**src/rtl/rng_regif_pkg.sv**
```systemverilog
package rng_regif_pkg;
  localparam int unsigned A_CTL = 0;
  localparam int unsigned A_CFG = 4;
  localparam int unsigned A_STS = 8;
  localparam int unsigned A_DAT = 12;

  localparam logic [31:0] CTL_KEEP = 32'hC700_0737;

  localparam int B_REGEN  = 0;
  localparam int B_CRST   = 1;
  localparam int B_MACRO  = 2;
  localparam int B_START  = 3;
  localparam int B_MODE   = 4;
  localparam int B_INST   = 8;
  localparam int B_RESEED = 9;
  localparam int B_UPDATE = 10;
  localparam int B_KAT    = 24;
  localparam int B_KSEL   = 25;
  localparam int B_ERRIE  = 30;
  localparam int B_DVIE   = 31;

  typedef enum logic [1:0] {
    MODE_RAW    = 2'b00,
    MODE_NONDET = 2'b01,
    MODE_DET    = 2'b10,
    MODE_RSVD   = 2'b11
  } rng_mode_e;
endpackage

```
**src/rtl/rng_ctl_cfg.sv**
```systemverilog
module rng_ctl_cfg
  import rng_regif_pkg::*;
#(
  parameter int IVL_W   = 26,
  parameter int LEN_W   = 4,
  parameter int LEN_MIN = 4,
  parameter int LEN_MAX = 12
) (
  input  logic        clk,
  input  logic        rst_n,
  input  logic        ctl_wr,
  input  logic        cfg_wr,
  input  logic [31:0] wdata,
  output logic [31:0] ctl_q,
  output logic [31:0] cfg_q,
  output logic        start_o,
  output logic        conflict_o
);
  localparam int LEN_LSB = 32 - LEN_W;
  localparam logic [IVL_W-1:0] IVL_MAX = {1'b1, {(IVL_W-1){1'b0}}};
  localparam logic [LEN_W-1:0] LEN_HI  = LEN_W'(LEN_MAX);
  localparam logic [LEN_W-1:0] LEN_LO  = LEN_W'(LEN_MIN);
  localparam logic [31:0] CFG_RST = (32'(LEN_HI) << LEN_LSB) | 32'(IVL_MAX);

  logic [IVL_W-1:0] ivl_in;
  logic [LEN_W-1:0] len_in;
  logic             ivl_ok, len_ok;
  logic [31:0]      cfg_next;

  always_comb begin
    ivl_in   = wdata[IVL_W-1:0];
    len_in   = wdata[31:LEN_LSB];
    ivl_ok   = (ivl_in != '0) && (ivl_in <= IVL_MAX);
    len_ok   = (len_in >= LEN_LO) && (len_in <= LEN_HI);
    cfg_next = '0;
    cfg_next[IVL_W-1:0] = ivl_ok ? ivl_in : IVL_MAX;
    cfg_next[31:LEN_LSB] = len_ok ? len_in : LEN_HI;
  end

  assign conflict_o = ctl_wr && wdata[B_START] && wdata[B_KAT];

  always_ff @(posedge clk or negedge rst_n) begin
    if (!rst_n) begin
      ctl_q   <= '0;
      cfg_q   <= CFG_RST;
      start_o <= 1'b0;
    end else begin
      start_o <= ctl_wr && wdata[B_START] && !wdata[B_KAT];
      if (ctl_wr) ctl_q <= wdata & CTL_KEEP;
      if (cfg_wr) cfg_q <= cfg_next;
    end
  end

  // start never lasts two cycles without a fresh write
  a_r2_start_single: assert property (@(posedge clk) disable iff (!rst_n)
    start_o && !$past(ctl_wr) |-> 1'b0 || !start_o);
  a_r2_start_one_cycle: assert property (@(posedge clk) disable iff (!rst_n)
    (start_o && !ctl_wr) |=> !start_o);
  // a start request combined with test enable gives no pulse
  a_r3_no_start_on_conflict: assert property (@(posedge clk) disable iff (!rst_n)
    conflict_o |=> !start_o);
  // the stored interval stays in its legal range after a write
  a_r4_ivl_legal: assert property (@(posedge clk) disable iff (!rst_n)
    cfg_wr |=> (cfg_q[IVL_W-1:0] != '0) && (cfg_q[IVL_W-1:0] <= IVL_MAX));
  // the stored length code stays in its legal range after a write
  a_r5_len_legal: assert property (@(posedge clk) disable iff (!rst_n)
    cfg_wr |=> (cfg_q[31:LEN_LSB] >= LEN_LO) && (cfg_q[31:LEN_LSB] <= LEN_HI));
endmodule

```
**src/rtl/rng_err_timer.sv**
```systemverilog
module rng_err_timer #(
  parameter int TIMEOUT_CYC = 50000
) (
  input  logic clk,
  input  logic rst_n,
  input  logic en,
  input  logic core_ready,
  input  logic conflict,
  input  logic clr,
  output logic err_o
);
  localparam int CW = $clog2(TIMEOUT_CYC + 1);
  localparam logic [CW-1:0] LIM = CW'(TIMEOUT_CYC);

  logic [CW-1:0] cnt_q;
  logic          low_run, hit;

  assign low_run = en && !core_ready;
  assign hit     = low_run && (cnt_q == LIM);

  always_ff @(posedge clk or negedge rst_n) begin
    if (!rst_n) begin
      cnt_q <= '0;
      err_o <= 1'b0;
    end else begin
      if (!low_run)        cnt_q <= '0;
      else if (cnt_q != LIM) cnt_q <= cnt_q + 1'b1;
      if (hit || conflict) err_o <= 1'b1;
      else if (clr)        err_o <= 1'b0;
    end
  end

  // the flag rises only from a timeout or a conflicting write
  a_r10_err_source: assert property (@(posedge clk) disable iff (!rst_n)
    $rose(err_o) |-> ($past(conflict) || $past(low_run)));
  // the flag falls only on a clearing write
  a_r11_err_clear: assert property (@(posedge clk) disable iff (!rst_n)
    $fell(err_o) |-> $past(clr));
endmodule

```
**src/rtl/rng_data_store.sv**
```systemverilog
module rng_data_store #(
  parameter int WORDS = 4,
  parameter int DW    = 32,
  parameter int IDX_W = 3
) (
  input  logic                clk,
  input  logic                rst_n,
  input  logic                res_valid,
  output logic                res_ready,
  input  logic [WORDS*DW-1:0] res_data,
  input  logic                wide,
  input  logic                rd_en,
  input  logic [IDX_W-1:0]    rd_idx,
  output logic [WORDS*DW-1:0] words_flat,
  output logic                dv_o
);
  localparam logic [WORDS-1:0] ALL = '1;

  logic [DW-1:0]    words_q [WORDS];
  logic [WORDS-1:0] seen_q, rd_hot;
  logic             wide_q, load, done;

  assign res_ready = !dv_o;
  assign load      = res_valid && res_ready;

  always_comb begin
    rd_hot = '0;
    for (int i = 0; i < WORDS; i++)
      if (rd_en && rd_idx == IDX_W'(i)) rd_hot[i] = 1'b1;
    done = wide_q ? ((seen_q | rd_hot) == ALL) : rd_hot[0];
  end

  always_ff @(posedge clk or negedge rst_n) begin
    if (!rst_n) begin
      dv_o   <= 1'b0;
      wide_q <= 1'b0;
      seen_q <= '0;
    end else if (load) begin
      dv_o   <= 1'b1;
      wide_q <= wide;
      seen_q <= '0;
    end else if (dv_o) begin
      seen_q <= seen_q | rd_hot;
      if (done) dv_o <= 1'b0;
    end
  end

  for (genvar g = 0; g < WORDS; g++) begin : g_word
    always_ff @(posedge clk or negedge rst_n) begin
      if (!rst_n)        words_q[g] <= '0;
      else if (load)     words_q[g] <= (g == 0 || wide) ? res_data[g*DW +: DW] : '0;
      else if (rd_hot[g]) words_q[g] <= '0;
    end
    assign words_flat[g*DW +: DW] = words_q[g];
  end

  // held data is not overwritten while it waits to be read
  a_r9_hold_while_valid: assert property (@(posedge clk) disable iff (!rst_n)
    (dv_o && !rd_en) |=> $stable(words_flat));
  // the valid flag only drops after a data read
  a_r7_clear_needs_read: assert property (@(posedge clk) disable iff (!rst_n)
    $fell(dv_o) |-> $past(rd_en));
  // a read word holds zero afterwards unless a load intervened
  a_r8_read_once: assert property (@(posedge clk) disable iff (!rst_n)
    (rd_en && rd_idx == '0 && !load) |=> words_flat[DW-1:0] == '0);
endmodule

```
**src/rtl/rng_regif.sv**
```systemverilog
module rng_regif
  import rng_regif_pkg::*;
#(
  parameter int ADDR_W      = 5,
  parameter int WORDS       = 4,
  parameter int IVL_W       = 26,
  parameter int LEN_W       = 4,
  parameter int TIMEOUT_CYC = 50000
) (
  input  logic                 clk,
  input  logic                 rst_n,
  input  logic                 bus_wr,
  input  logic                 bus_rd,
  input  logic [ADDR_W-1:0]    bus_addr,
  input  logic [31:0]          bus_wdata,
  output logic [31:0]          bus_rdata,
  input  logic                 res_valid,
  output logic                 res_ready,
  input  logic [32*WORDS-1:0]  res_data,
  input  logic                 reg_ready_i,
  input  logic                 core_ready_i,
  input  logic                 st_startup_i,
  input  logic                 st_repeat_i,
  input  logic                 st_adapt_i,
  input  logic                 kat_pass_i,
  output logic                 reg_en_o,
  output logic                 core_rst_n_o,
  output logic                 macro_en_o,
  output logic                 start_o,
  output logic [1:0]           mode_o,
  output logic                 inst_o,
  output logic                 reseed_o,
  output logic                 update_o,
  output logic                 kat_en_o,
  output logic [1:0]           kat_sel_o,
  output logic [IVL_W-1:0]     reseed_ivl_o,
  output logic [LEN_W-1:0]     len_code_o,
  output logic                 irq_err_o,
  output logic                 irq_dv_o
);
  localparam int IDX_W = ADDR_W - 2;
  localparam logic [ADDR_W-1:0] AD_CTL = ADDR_W'(A_CTL);
  localparam logic [ADDR_W-1:0] AD_CFG = ADDR_W'(A_CFG);
  localparam logic [ADDR_W-1:0] AD_STS = ADDR_W'(A_STS);
  localparam logic [ADDR_W-1:0] AD_DAT = ADDR_W'(A_DAT);
  localparam logic [ADDR_W-1:0] DAT_SPAN = ADDR_W'(4 * WORDS);

  logic [31:0]         ctl_q, cfg_q, sts;
  logic [32*WORDS-1:0] words_flat;
  logic [ADDR_W-1:0]   off;
  logic                dat_hit, conflict, err_q, dv_q, ctl_wr;
  rng_mode_e           mode;

  assign ctl_wr  = bus_wr && bus_addr == AD_CTL;
  assign off     = bus_addr - AD_DAT;
  assign dat_hit = (bus_addr >= AD_DAT) && (off < DAT_SPAN) && (off[1:0] == 2'b00);
  assign mode    = rng_mode_e'(ctl_q[B_MODE +: 2]);

  rng_ctl_cfg #(.IVL_W(IVL_W), .LEN_W(LEN_W)) u_ctl (
    .clk(clk), .rst_n(rst_n), .ctl_wr(ctl_wr),
    .cfg_wr(bus_wr && bus_addr == AD_CFG), .wdata(bus_wdata),
    .ctl_q(ctl_q), .cfg_q(cfg_q), .start_o(start_o), .conflict_o(conflict)
  );

  rng_err_timer #(.TIMEOUT_CYC(TIMEOUT_CYC)) u_tmr (
    .clk(clk), .rst_n(rst_n), .en(ctl_q[B_MACRO]), .core_ready(core_ready_i),
    .conflict(conflict), .clr(ctl_wr && !bus_wdata[B_ERRIE]), .err_o(err_q)
  );

  rng_data_store #(.WORDS(WORDS), .DW(32), .IDX_W(IDX_W)) u_dat (
    .clk(clk), .rst_n(rst_n), .res_valid(res_valid), .res_ready(res_ready),
    .res_data(res_data), .wide(mode != MODE_RAW), .rd_en(bus_rd && dat_hit),
    .rd_idx(off[ADDR_W-1:2]), .words_flat(words_flat), .dv_o(dv_q)
  );

  assign sts = {dv_q, err_q, 2'b00, kat_pass_i, 20'd0, st_adapt_i, st_repeat_i,
                st_startup_i, 2'b00, core_ready_i, reg_ready_i};

  always_comb begin
    bus_rdata = '0;
    if (bus_addr == AD_CTL)      bus_rdata = ctl_q;
    else if (bus_addr == AD_CFG) bus_rdata = cfg_q;
    else if (bus_addr == AD_STS) bus_rdata = sts;
    else if (dat_hit) begin
      for (int i = 0; i < WORDS; i++)
        if (off[ADDR_W-1:2] == IDX_W'(i)) bus_rdata = words_flat[i*32 +: 32];
    end
  end

  assign reg_en_o     = ctl_q[B_REGEN];
  assign core_rst_n_o = ctl_q[B_CRST];
  assign macro_en_o   = ctl_q[B_MACRO];
  assign mode_o       = mode;
  assign inst_o       = ctl_q[B_INST];
  assign reseed_o     = ctl_q[B_RESEED];
  assign update_o     = ctl_q[B_UPDATE];
  assign kat_en_o     = ctl_q[B_KAT];
  assign kat_sel_o    = ctl_q[B_KSEL +: 2];
  assign reseed_ivl_o = cfg_q[IVL_W-1:0];
  assign len_code_o   = cfg_q[31 -: LEN_W];
  assign irq_err_o    = err_q && ctl_q[B_ERRIE];
  assign irq_dv_o     = dv_q && ctl_q[B_DVIE];

  // interrupts never assert without their enable bits
  a_r12_irq_gated: assert property (@(posedge clk) disable iff (!rst_n)
    (irq_err_o |-> ctl_q[B_ERRIE]) and (irq_dv_o |-> ctl_q[B_DVIE]));
  // a conflicting control write raises the error flag
  a_r3_conflict_sets_err: assert property (@(posedge clk) disable iff (!rst_n)
    conflict |=> err_q);
endmodule

```
**config.mk**
```make
export PLATFORM = sky130hd
export DESIGN_NAME = rng_regif
export DESIGN_NICKNAME = d
export VERILOG_FILES = /design/src/rtl/rng_regif_pkg.sv /design/src/rtl/rng_ctl_cfg.sv /design/src/rtl/rng_err_timer.sv /design/src/rtl/rng_data_store.sv /design/src/rtl/rng_regif.sv
export SDC_FILE = /design/constraint.sdc
export NUM_CORES = 1
export LEC_CHECK = 0
export ABC_CLOCK_PERIOD_IN_PS = 4800
export CAP_MARGIN = 20
export CORE_ASPECT_RATIO = 1.75
export CORE_MARGIN = 2
export CORE_UTILIZATION = 53
export DETAILED_ROUTE_END_ITERATION = 6
export HOLD_SLACK_MARGIN = 0.15
export PLACE_DENSITY = 0.95
export SLEW_MARGIN = 25
export SYNTH_ARGS = -nofsm -noshare
export SYNTH_HDL_FRONTEND = slang
export SYNTH_HIERARCHICAL = 1
export SYNTH_SLANG_ARGS = --single-unit
```
**constraint.sdc**
```tcl
create_clock -name clk -period 4.8 [get_ports clk]
set_input_delay 0.72 -clock clk [delete_from_list [all_inputs] [get_ports clk]]
set_output_delay 0.72 -clock clk [all_outputs]
set_load 0.02 [all_outputs]
```
Word-level counts from Yosys, hierarchy flattened
Index checks and enable logic that the tools add are counted.
{"block": "totals", "wordCells": 100, "output_inout_bits": 77, "register_bits": 195, "in_bits": 176}
{"block": "classes", "add_sub_neg": 2, "muxes": 35, "reduce_logical": 36, "n_eq_ne": 9, "order_cmp": 5, "bitwise": 1}
{"op": "32-bit two-way mux", "n": 19}
{"op": "16-bit two-way mux", "n": 2}
{"op": "26-bit less-or-equal comparator, second input constant", "n": 1}
{"op": "26-bit two-way mux", "n": 1}
{"op": "26-bit nonzero test", "n": 1}
{"op": "1-bit logical AND", "n": 20}
{"op": "16-bit by 1-bit adder with 16-bit output, second input constant", "n": 1}
{"op": "16-bit equality test, second input constant", "n": 1}
{"op": "16-bit inequality test, second input constant", "n": 1}
{"op": "2-bit nonzero test", "n": 7}
{"op": "4-bit two-way mux", "n": 3}
{"op": "1-bit two-way mux", "n": 10}
{"op": "3-bit by 2-bit equality test with 1-bit output, second input constant", "n": 2}
{"op": "5-bit by 3-bit equality test with 1-bit output, second input constant", "n": 1}
{"op": "5-bit by 4-bit equality test with 1-bit output, second input constant", "n": 1}
{"op": "5-bit by 4-bit >= comparator with 1-bit output, second input constant", "n": 1}
{"op": "5-bit zero test", "n": 1}
{"op": "5-bit less-than comparator, second input constant", "n": 1}
{"op": "5-bit by 4-bit subtractor with 5-bit output, second input constant", "n": 1}
{"op": "4-bit equality test, second input constant", "n": 1}
{"op": "4-bit by 3-bit >= comparator with 1-bit output, second input constant", "n": 1}
{"op": "4-bit less-or-equal comparator, second input constant", "n": 1}
{"op": "1-bit zero test", "n": 4}
{"op": "4-bit OR", "n": 1}
{"op": "5 further kinds", "n": 5}

Depth between registers and ports, before layout
Gate-level depths: netlist of run 1.
{"block": "logic_depth", "depth_word": 13, "mapped_depth": 10, "depth_no_buf": 7}

By module
The synthesis of run 1 kept the hierarchy.
{"mod": "rng_data_store", "cells_each": 322, "area_per_inst_um2": 4788.3, "seq_area_each_um2": 3353.2, "n_inst": 1}
{"mod": "rng_ctl_cfg", "cells_each": 167, "area_per_inst_um2": 1983.2, "seq_area_each_um2": 1104.8, "n_inst": 1}
{"mod": "rng_regif", "cells_each": 261, "area_per_inst_um2": 1670.4, "seq_area_each_um2": 0.0, "n_inst": 1}
{"mod": "rng_err_timer", "cells_each": 95, "area_per_inst_um2": 918.4, "seq_area_each_um2": 425.4, "n_inst": 1}

Least setup slack after synthesis of run 1
No wires, ideal clock.
{"block": "synth_path", "path_kind": "input port to output port", "start": "in bus_addr[2]", "end": "out bus_rdata[0]", "t_arrival_ps": 2314, "path_slack_ps": 1766, "stages": 9, "required_ps": 4080, "n_path_buf": 3, "cell_sequence": "inv_1 ha_1 buf_4 or2_1 buf_2 buf_2 a221oi_1 or3_1 o22ai_1"}
{"block": "synth_via", "elab_chain_len": 10, "word_cells_on_any_way": 20, "cone_classes": "add/sub (1); order compare (2); eq/ne (5); mux (8); reduce/logical (4)"}
{"element": "from (decl)", "line_no": "rng_regif.sv:14", "source": "input logic [ADDR_W-1:0] bus_addr,"}
{"element": "5-bit by 4-bit subtractor with 5-bit output", "line_no": "rng_regif.sv:55", "source": "assign off = bus_addr - AD_DAT;"}
{"element": "3-bit zero test", "line_no": "rng_regif.sv:86", "source": "if (off[ADDR_W-1:2] == IDX_W'(i)) bus_rdata = words_flat[i*32 +: 32];"}
{"element": "32-bit two-way mux (4 in series)", "line_no": "rng_regif.sv:86"}
{"element": "32-bit two-way mux", "line_no": "rng_regif.sv:84", "source": "else if (dat_hit) begin"}
{"element": "32-bit two-way mux", "line_no": "rng_regif.sv:83", "source": "else if (bus_addr == AD_STS) bus_rdata = sts;"}
{"element": "32-bit two-way mux", "line_no": "rng_regif.sv:82", "source": "else if (bus_addr == AD_CFG) bus_rdata = cfg_q;"}
{"element": "32-bit two-way mux *", "line_no": "rng_regif.sv:81", "source": "if (bus_addr == AD_CTL) bus_rdata = ctl_q;"}
{"element": "to (decl)", "line_no": "rng_regif.sv:16", "source": "output logic [31:0] bus_rdata,"}
Mark *: on every way between the ends. The rest lies on a longest branch, timed or not.

Worst setup path after layout of run 1
{"block": "layout_path", "start": "in bus_addr[2]", "end": "out bus_rdata[21]"}
{"block": "layout_via", "elab_chain_len": 10, "word_cells_on_any_way": 20, "cone_classes": "add/sub (1); order compare (2); eq/ne (5); mux (8); reduce/logical (4)"}
{"element": "5-bit by 4-bit subtractor with 5-bit output *", "line_no": "rng_regif.sv:55"}
{"element": "named net off[2]", "line_no": "rng_regif.sv:50", "source": "logic [ADDR_W-1:0] off;"}
{"element": "3-bit zero test", "line_no": "rng_regif.sv:86"}
{"element": "32-bit two-way mux (4 in series)", "line_no": "rng_regif.sv:86"}
{"element": "32-bit two-way mux *", "line_no": "rng_regif.sv:84"}
{"element": "32-bit two-way mux *", "line_no": "rng_regif.sv:83"}
{"element": "32-bit two-way mux *", "line_no": "rng_regif.sv:82"}
{"element": "32-bit two-way mux *", "line_no": "rng_regif.sv:81"}
Mark *: on every way through the listed nets, which the timed path passes. The rest lies on a longest branch.

==> Implementation_results.wiki, run 1 <==
{| class="wikitable"
! Metric !! Value
|-
| Status || finished, final reports clean
|-
| Kind of launch point of the worst setup path || primary input
|-
| Final clock period utilization by the worst path || 93.6%
|-
| EDFF count, synth || 0
|-
| Actual slew at the worst max-slew pin || 1020 ps
|-
| WP data required || 4080 ps
|-
| Total leakage power || 5.41 nW
|-
| Worst Reg2Reg Path Length in Cells || 5
|-
| Path type of the worst setup path || primary input to output pin
|-
| Clock Latency Late Sink || 420 ps
|-
| Total routing resource utilization after global routing || 31.7%
|-
| Remaining global-route overflow || 0
|-
| Share of the synthesized area in the top cell type || 51.3%
|-
| Largest net degree at the start of global routing || 122
|-
| Cells taking the most area after synthesis || dfrtp_1, a22o_1, o22ai_1
|-
| Buffer count from post-CTS setup fixing || 0
|-
| Via count of the first global-routing pass || 8541
|-
| Layout cell share with drive strength beyond 1 || 7.84%
|-
| Arrival time of data at the critical path endpoint || 3770 ps
|-
| WP buf/inv || 5
|-
| Floorplan row count || 64
|-
| Critical-path cell with the highest stage delay || clkdlybuf4s50_1
|-
| DRC Markers || 0
|-
| Cell types with the highest counts after synthesis || dfrtp_1, a22o_1, nor2_1
|-
| First drt pass iteration count || 7
|-
| Area added between synthesis and finish || 34.0%
|-
| Cell with the most instances after synthesis || dfrtp_1
|-
| Timing-limited maximum frequency || 223 MHz
|-
| DRC violation total after the first TritonRoute iteration || 741
|-
| HPWL after detailed placement || 21600 um
|-
| Netlist cell types || 54
|-
| Worst clock skew on the final layout || 12.6 ps
|-
| CTS root buffer || clkbuf_16
|-
| Flip-flop cell with the highest count after synthesis || dfrtp_1
|-
| Antenna violations before repair || 5
|-
| Residual antenna-violating net count after detailed routing || 0
|-
| Die span in y || 180 um
|-
| Reg-to-reg startpoint || u_dat/dv_o
|-
| Fraction of the yosys area taken by sequential cells || 52.2%
|-
| H-Tree Depth || 4
|-
| DIE WIDTH || 104 um
|-
| Nets || 1242
|-
| Setup repair after global routing missed its margin || false
|-
| Synthesized area per cell || 11.1 um2
|-
| Min-Delay Path Class || primary input to asynchronous set/reset pin
|-
| Number of ports placed on the die boundary || 253
|-
| Slowest Stage Delay on Critical Path || 630 ps
|-
| Effective utilization at floorplan || 53.9%
|-
| Number of clock sinks || 195
|-
| Die area || 0.0188 mm2
|-
| Max FO, Critical Path || 24
|-
| First-pass GRT wire length || 46700 um
|-
| Gate count after technology mapping || 845
|-
| Cell area after synthesis || 0.00936 mm2
|-
| PD cells || 444 mW/mm2
|-
| Non-Filler Instances || 1307
|-
| Count of endpoints failing setup in the final report || 0
|-
| Final core utilization || 72.2%
|-
| Routed vias || 8376
|-
| Cell accounting for the most synthesized area || dfrtp_1
|-
| Cts hold-fix bufs || 0
|-
| Slack of the worst reg-to-reg path || 2640 ps
|-
| Hold Fails Final Rpt || 0
|-
| Endpoint type of the worst setup path || output pin
|-
| Worst slew margin || 31.8%
|-
| Post-cts sizing count || 0
|-
| Critical Path, Cell by Cell || clkdlybuf4s50_1 > inv_1 > ha_1 > buf_4 > nand2b_1 > buf_4 > o221ai_1 > o22ai_1 > clkdlybuf4s50_1
|-
| Setup Total Neg Slack || 0 ps
|-
| Routed length per placed instance || 23.1 um
|-
| Buffer depth of the longest clock path || 2
|-
| Number of port buffers || 251
|-
| Reg-to-Reg End || u_dat/words_flat[51]
|-
| Synth async-reset ratio || 100%
|-
| Max-cap viol count || 0
|-
| Clock tree from TritonCTS || yes
|-
| Final Max Tran Viols || 0
|-
| Clock buffers created by TritonCTS || 17
|-
| Core box area || 0.0174 mm2
|-
| Count of state elements after synthesis || 195
|-
| IR drop worst, VDD || 0.317 mV
|-
| Syn. warnings || 6
|-
| Post-DR vias/cell || 6.41
|-
| Largest delay contributor family on the critical path || buffers and inverters
|-
| Routed WL || 30200 um
|-
| Total Power Consumption || 0.00557 W
|-
| Post-layout min period || 4490 ps
|-
| Worst-path clk slew || 80 ps
|-
| Last weighted congestion value of the routability-driven placer || 0.909
|-
| Cell count after placement || 1270
|}
-- state kept, by name (all words and copies together), names as in the netlist --
signal            cells
u_ctl/cfg_q          30
u_ctl/ctl_q          13
u_ctl/start_o         1
u_dat/dv_o            1
u_dat/seen_q          4
u_dat/wide_q          1
u_dat/words_flat    128
u_tmr/cnt_q          16
u_tmr/err_o           1
-- per-stage QoR --
step,setup slack [ps],instance area [um2],hold slack [ps]
finish,309,12500,184
global route,184,12500,189
CTS,362,12500,475
detailed placement,368,11900,481
global placement,200,11900,482
floorplan,1770,9440,424
-- logic make-up (layout without fill, tap and decap cells) --
logic type      Yosys count  count (layout)  share of synthesized area (%)
compound gates          321             321                           26.9
xor+xnor                 14              14                           1.31
fa+ha+maj                 7               7                          0.936
buf+inv                 113             319                           6.19
flops                   195             195                           52.2
mux                      15              15                           1.80
other cells               1              26                         0.0401
simple gates            179             179                           10.7
-- worst register-to-register path, cell delays in order, from the launching register on --
cell     delay (ps)
dfrtp_1         530
nor2_4          490
buf_4           390
nor2_2           80
buf_4           250
a22o_1          310
-- worst max-delay path by stage --
| stage | depth (start not counted) | slack, ps | end | from |
|---|---|---|---|---|
| finish | 9 | 310 | bus_rdata[21] | bus_addr[2] |
| global route | 9 | 180 | bus_rdata[26] | bus_addr[2] |
| CTS | 9 | 360 | bus_rdata[26] | bus_addr[2] |
| detailed placement | 9 | 370 | bus_rdata[29] | bus_addr[2] |
| global placement | 8 | 200 | bus_rdata[13] | bus_addr[2] |
| floorplan | 9 | 1770 | bus_rdata[0] | bus_addr[2] |
-- cell type report --
type                            count  area (um2)
Inverter                           16        60.1
Multi-Input combinational cell    557        4030
Timing Repair Buffer              272        2720
Clock inverter                     12         101
Fill cell                        1185        4830
Sequential cell                   195        4880
Tap cell                          231         289
Antenna cell                        5        12.5
Clock buffer                       19         453
-- layout by cell type, fill, tap and decap left out, types with 4 or more instances in the layout --
cell,synthesis,final
nand4_1,4,4
a2bb2oi_1,8,8
nand2_1,18,18
buf_4,25,18
nand3_1,6,6
o221ai_1,24,24
diode_2,0,5
clkdlybuf4s50_1,0,250
nand3b_1,9,9
o22ai_1,42,42
a221o_1,24,24
nor3_1,6,6
mux2_1,9,9
a31o_1,25,25
clkbuf_16,0,17
nand2b_1,4,4
or3_1,10,10
nor2b_1,30,29
and2_1,5,5
inv_1,14,14
nor2_1,58,54
o21ai_0,5,5
nor4_1,5,5
a221oi_1,8,8
xnor2_1,13,13
mux2_2,6,6
dfrtp_1,192,192
a21oi_1,48,48
conb_1,1,21
a22o_1,129,129
ha_1,7,6
-- where the power goes --
part           internal [W]  total, W  switching, W
clock network      0.000701   0.00135      0.000645
registers           0.00223   0.00266      0.000438
logic              0.000851   0.00156      0.000704
total               0.00378   0.00557       0.00179
-- routing by layer --
layer  share of wire, %  global-route usage [%]  vias to the layer above  wire length, um
li1                   -                       -                     3623                -
met3                6.5                    4.24                       98             1970
met5                  0                       0                        -                0
met4                5.1                    17.4                        0             1560
met1                 36                    37.8                     4130            10800
met2                 53                    55.1                      525            15900
(Power assumes the default switching activity.)
==> inputs of run 2 (changes only) <==
--- a/config.mk
+++ b/config.mk
@@ -13,6 +13,7 @@
 export DETAILED_ROUTE_END_ITERATION = 6
 export HOLD_SLACK_MARGIN = 0.15
 export PLACE_DENSITY = 0.95
+export REMOVE_ABC_BUFFERS = 1
 export SLEW_MARGIN = 25
 export SYNTH_ARGS = -nofsm -noshare
 export SYNTH_HDL_FRONTEND = slang
==> Implementation_results.wiki, run 2 (synthesis results as in run 1) <==
{| class="wikitable"
! Metric !! Value
|-
| Max FO, Critical Path || 12 (-50%)
|-
| Kind of launch point of the worst setup path || primary input
|-
| Critical-path cell with the highest stage delay || clkdlybuf4s50_1
|-
| Number of port buffers || 251 (unchanged)
|-
| Remaining global-route overflow || 0 (unchanged)
|-
| First drt pass iteration count || 7 (unchanged)
|-
| IR drop worst, VDD || 0.274 mV (-13%)
|-
| Total leakage power || 5.45 nW (+0.83%)
|-
| GR Util met1 || 40.8% (+2.9 points)
|-
| Core box area || 0.0174 mm2 (unchanged)
|-
| Routed WL || 33100 um (+9.4%)
|-
| Floorplan row count || 64 (unchanged)
|-
| Arrival time of data at the critical path endpoint || 3960 ps (+190 ps)
|-
| Last weighted congestion value of the routability-driven placer || 0.898 (-1.3%)
|-
| Filler Cell Count || 1118 (-5.7%)
|-
| Buffer depth of the longest clock path || 2 (unchanged)
|-
| Residual antenna-violating net count after detailed routing || 0 (unchanged)
|-
| DRC violation total after the first TritonRoute iteration || 918 (+24%)
|-
| Non-Filler Instances || 1305 (-0.15%)
|-
| Buffer count from post-CTS setup fixing || 0 (unchanged)
|-
| Slowest Stage Delay on Critical Path || 670 ps (+40 ps)
|-
| Number of flip-flops in the largest register || 128 (unchanged)
|-
| GRT Max-Usage Layer || met2
|-
| Routed length per placed instance || 25.3 um (+9.5%)
|-
| Final Max Tran Viols || 0 (unchanged)
|-
| Critical Path, Cell by Cell || clkdlybuf4s50_1 > inv_1 > ha_1 > or2_1 > buf_4 > a221o_1 > o221ai_1 > o22ai_1 > clkdlybuf4s50_1
|-
| Min-Delay Path Class || primary input to asynchronous set/reset pin
|-
| Nets || 1243 (+0.081%)
|-
| Path type of the worst setup path || primary input to output pin
|-
| Final clock period utilization by the worst path || 97.6% (+4.0 points)
|-
| Worst slew margin || 36.7% (+4.9 points)
|-
| WP data required || 4080 ps (about the same)
|-
| Endpoint type of the worst setup path || output pin
|-
| Die area || 0.0188 mm2 (unchanged)
|-
| Footprint of the flip-flops and latches || 0.00488 mm2 (unchanged)
|-
| Cts hold-fix bufs || 0 (unchanged)
|-
| Actual slew at the worst max-slew pin || 949 ps (-73.5 ps)
|-
| Number of ports placed on the die boundary || 253 (unchanged)
|-
| PD cells || 458 mW/mm2 (+3.2%)
|-
| HPWL after detailed placement || 22100 um (+2.5%)
|-
| Die span in y || 180 um (unchanged)
|-
| Largest net degree at the start of global routing || 121 (-0.82%)
|-
| Post-route cell area || 0.0126 mm2 (+0.74%)
|-
| WP buf/inv || 4 (-1)
|-
| Most used cells in the layout excluding fill and tap cells || clkdlybuf4s50_1, dfrtp_1, a22o_1
|-
| Number of stages on the worst setup path || 9 (unchanged)
|-
| DIE WIDTH || 104 um (unchanged)
|-
| Slack of the worst reg-to-reg path || 2510 ps (-130 ps)
|-
| DRC Markers || 0 (unchanged)
|-
| Hold Fails Final Rpt || 0 (unchanged)
|-
| Cell with the most instances on the worst path || clkdlybuf4s50_1
|-
| H-Tree Depth || 4 (unchanged)
|-
| Layout cell share with drive strength beyond 1 || 8.01% (+0.17 points)
|-
| Setup Total Neg Slack || 0 ps (unchanged)
|-
| Largest delay contributor family on the critical path || buffers and inverters
|-
| Worst-path clk slew || 70 ps (about the same)
|-
| Number of clock sinks || 195 (unchanged)
|-
| Effective utilization at floorplan || 53.9% (unchanged)
|-
| Timing-limited maximum frequency || 214 MHz (-4.1%)
|-
| CTS root buffer || clkbuf_16
|-
| Met3 Track Usage GR || 6.56% (+2.3 points)
|-
| Setup repair after global routing missed its margin || false
|-
| Area added between synthesis and finish || 35.0%
|-
| Multi-input logic area || 0.00402 mm2 (about the same)
|-
| First-pass GRT wire length || 50900 um (+9.0%)
|-
| Post-cts sizing count || 0 (unchanged)
|-
| Worst Reg2Reg Path Length in Cells || 5 (unchanged)
|-
| Count of endpoints failing setup in the final report || 0 (unchanged)
|-
| Status || finished, final reports clean
|-
| Global-route met2 utilization || 59.2% (+4.1 points)
|-
| Max-cap viol count || 0 (unchanged)
|-
| Post-layout min period || 4680 ps (+193 ps)
|-
| Total routing resource utilization after global routing || 35.4% (+3.6 points)
|-
| Cell count after placement || 1270 (unchanged)
|-
| Routed vias || 8733 (+4.3%)
|-
| Post-place instance area || 0.0120 mm2 (+0.14%)
|-
| Clock tree from TritonCTS || yes
|-
| Post-DR vias/cell || 6.69 (+4.4%)
|-
| Via count of the first global-routing pass || 8928 (+4.5%)
|-
| Antenna violations before repair || 1 (-4)
|-
| Clock buffers created by TritonCTS || 17 (unchanged)
|-
| Clock Latency Late Sink || 450 ps (+30 ps)
|-
| Most common cell after layout, fill and taps aside || clkdlybuf4s50_1
|-
| Worst clock skew on the final layout || 12.5 ps (-0.104 ps)
|}
-- run 2: cell types whose count changed in the layout (fill, tap and decap cells not counted), moves of 2 or more --
cell and delta:
diode_2 -4, inv_6 +2, bufinv_16 +2, buf_16 +2
clkinv_2 -2, inv_8 +3, clkbuf_8 -3
-- run 2: power breakdown --
part           total (W)  switching (W)  leakage, nW  internal, W
registers        0.00265       0.000429         2.57      0.00223
logic            0.00163       0.000756         2.58     0.000873
clock network    0.00150       0.000709        0.300     0.000795
total            0.00579        0.00189         5.45      0.00389
-- run 2: final timing paths --
| kind | start | endpoint |
|---|---|---|
| max in group asynchronous | rst_n | u_dat/words_flat[26] |
| min reg2reg | u_ctl/cfg_q[31] | u_ctl/cfg_q[31] |
| max | bus_addr[2] | bus_rdata[21] |
| min | rst_n | u_ctl/ctl_q[10] |
| min in group clk | u_ctl/cfg_q[31] | u_ctl/cfg_q[31] |
| max reg2reg | u_dat/dv_o | u_dat/words_flat[33] |
-- run 2: layout make-up --
class	instances	area share [%]
Sequential cell	195	38.6
Timing Repair Buffer	273	21.9
Multi-Input combinational cell	557	31.8
Inverter	16	0.475
Clock buffer	17	3.37
Clock inverter	15	1.48
Tap cell	231	2.29
Antenna cell	1	0.0198
-- run 2: stage by stage --
| stage | util [%] | total power (W) | hold WS [ps] | worst slack, ps |
|---|---|---|---|---|
| floorplan | - | 0.00344 | 424 | 466 |
| global placement | 68.7 | 0.00409 | 471 | 250 |
| detailed placement | 68.8 | 0.00420 | 480 | 201 |
| CTS | 72.4 | 0.00574 | 466 | 206 |
| global route | 72.7 | 0.00599 | 443 | 59.3 |
| finish | 72.7 | 0.00579 | 332 | 116 |
-- run 2: layer usage --
layer | wire [um] | vias up
li1 | - | 3627
met1 | 11200 | 4258
met2 | 16600 | 685
met3 | 2830 | 163
met4 | 2520 | 0
met5 | 0 | -
==> inputs of run 3 (changes only) <==
--- a/config.mk
+++ b/config.mk
@@ -14,6 +14,7 @@
 export HOLD_SLACK_MARGIN = 0.15
 export PLACE_DENSITY = 0.95
 export REMOVE_ABC_BUFFERS = 1
+export SKIP_CTS_REPAIR_TIMING = 1
 export SLEW_MARGIN = 25
 export SYNTH_ARGS = -nofsm -noshare
 export SYNTH_HDL_FRONTEND = slang
==> results of run 3 <==
No change in the layout: final DEF, timing and power equal those of run 2.
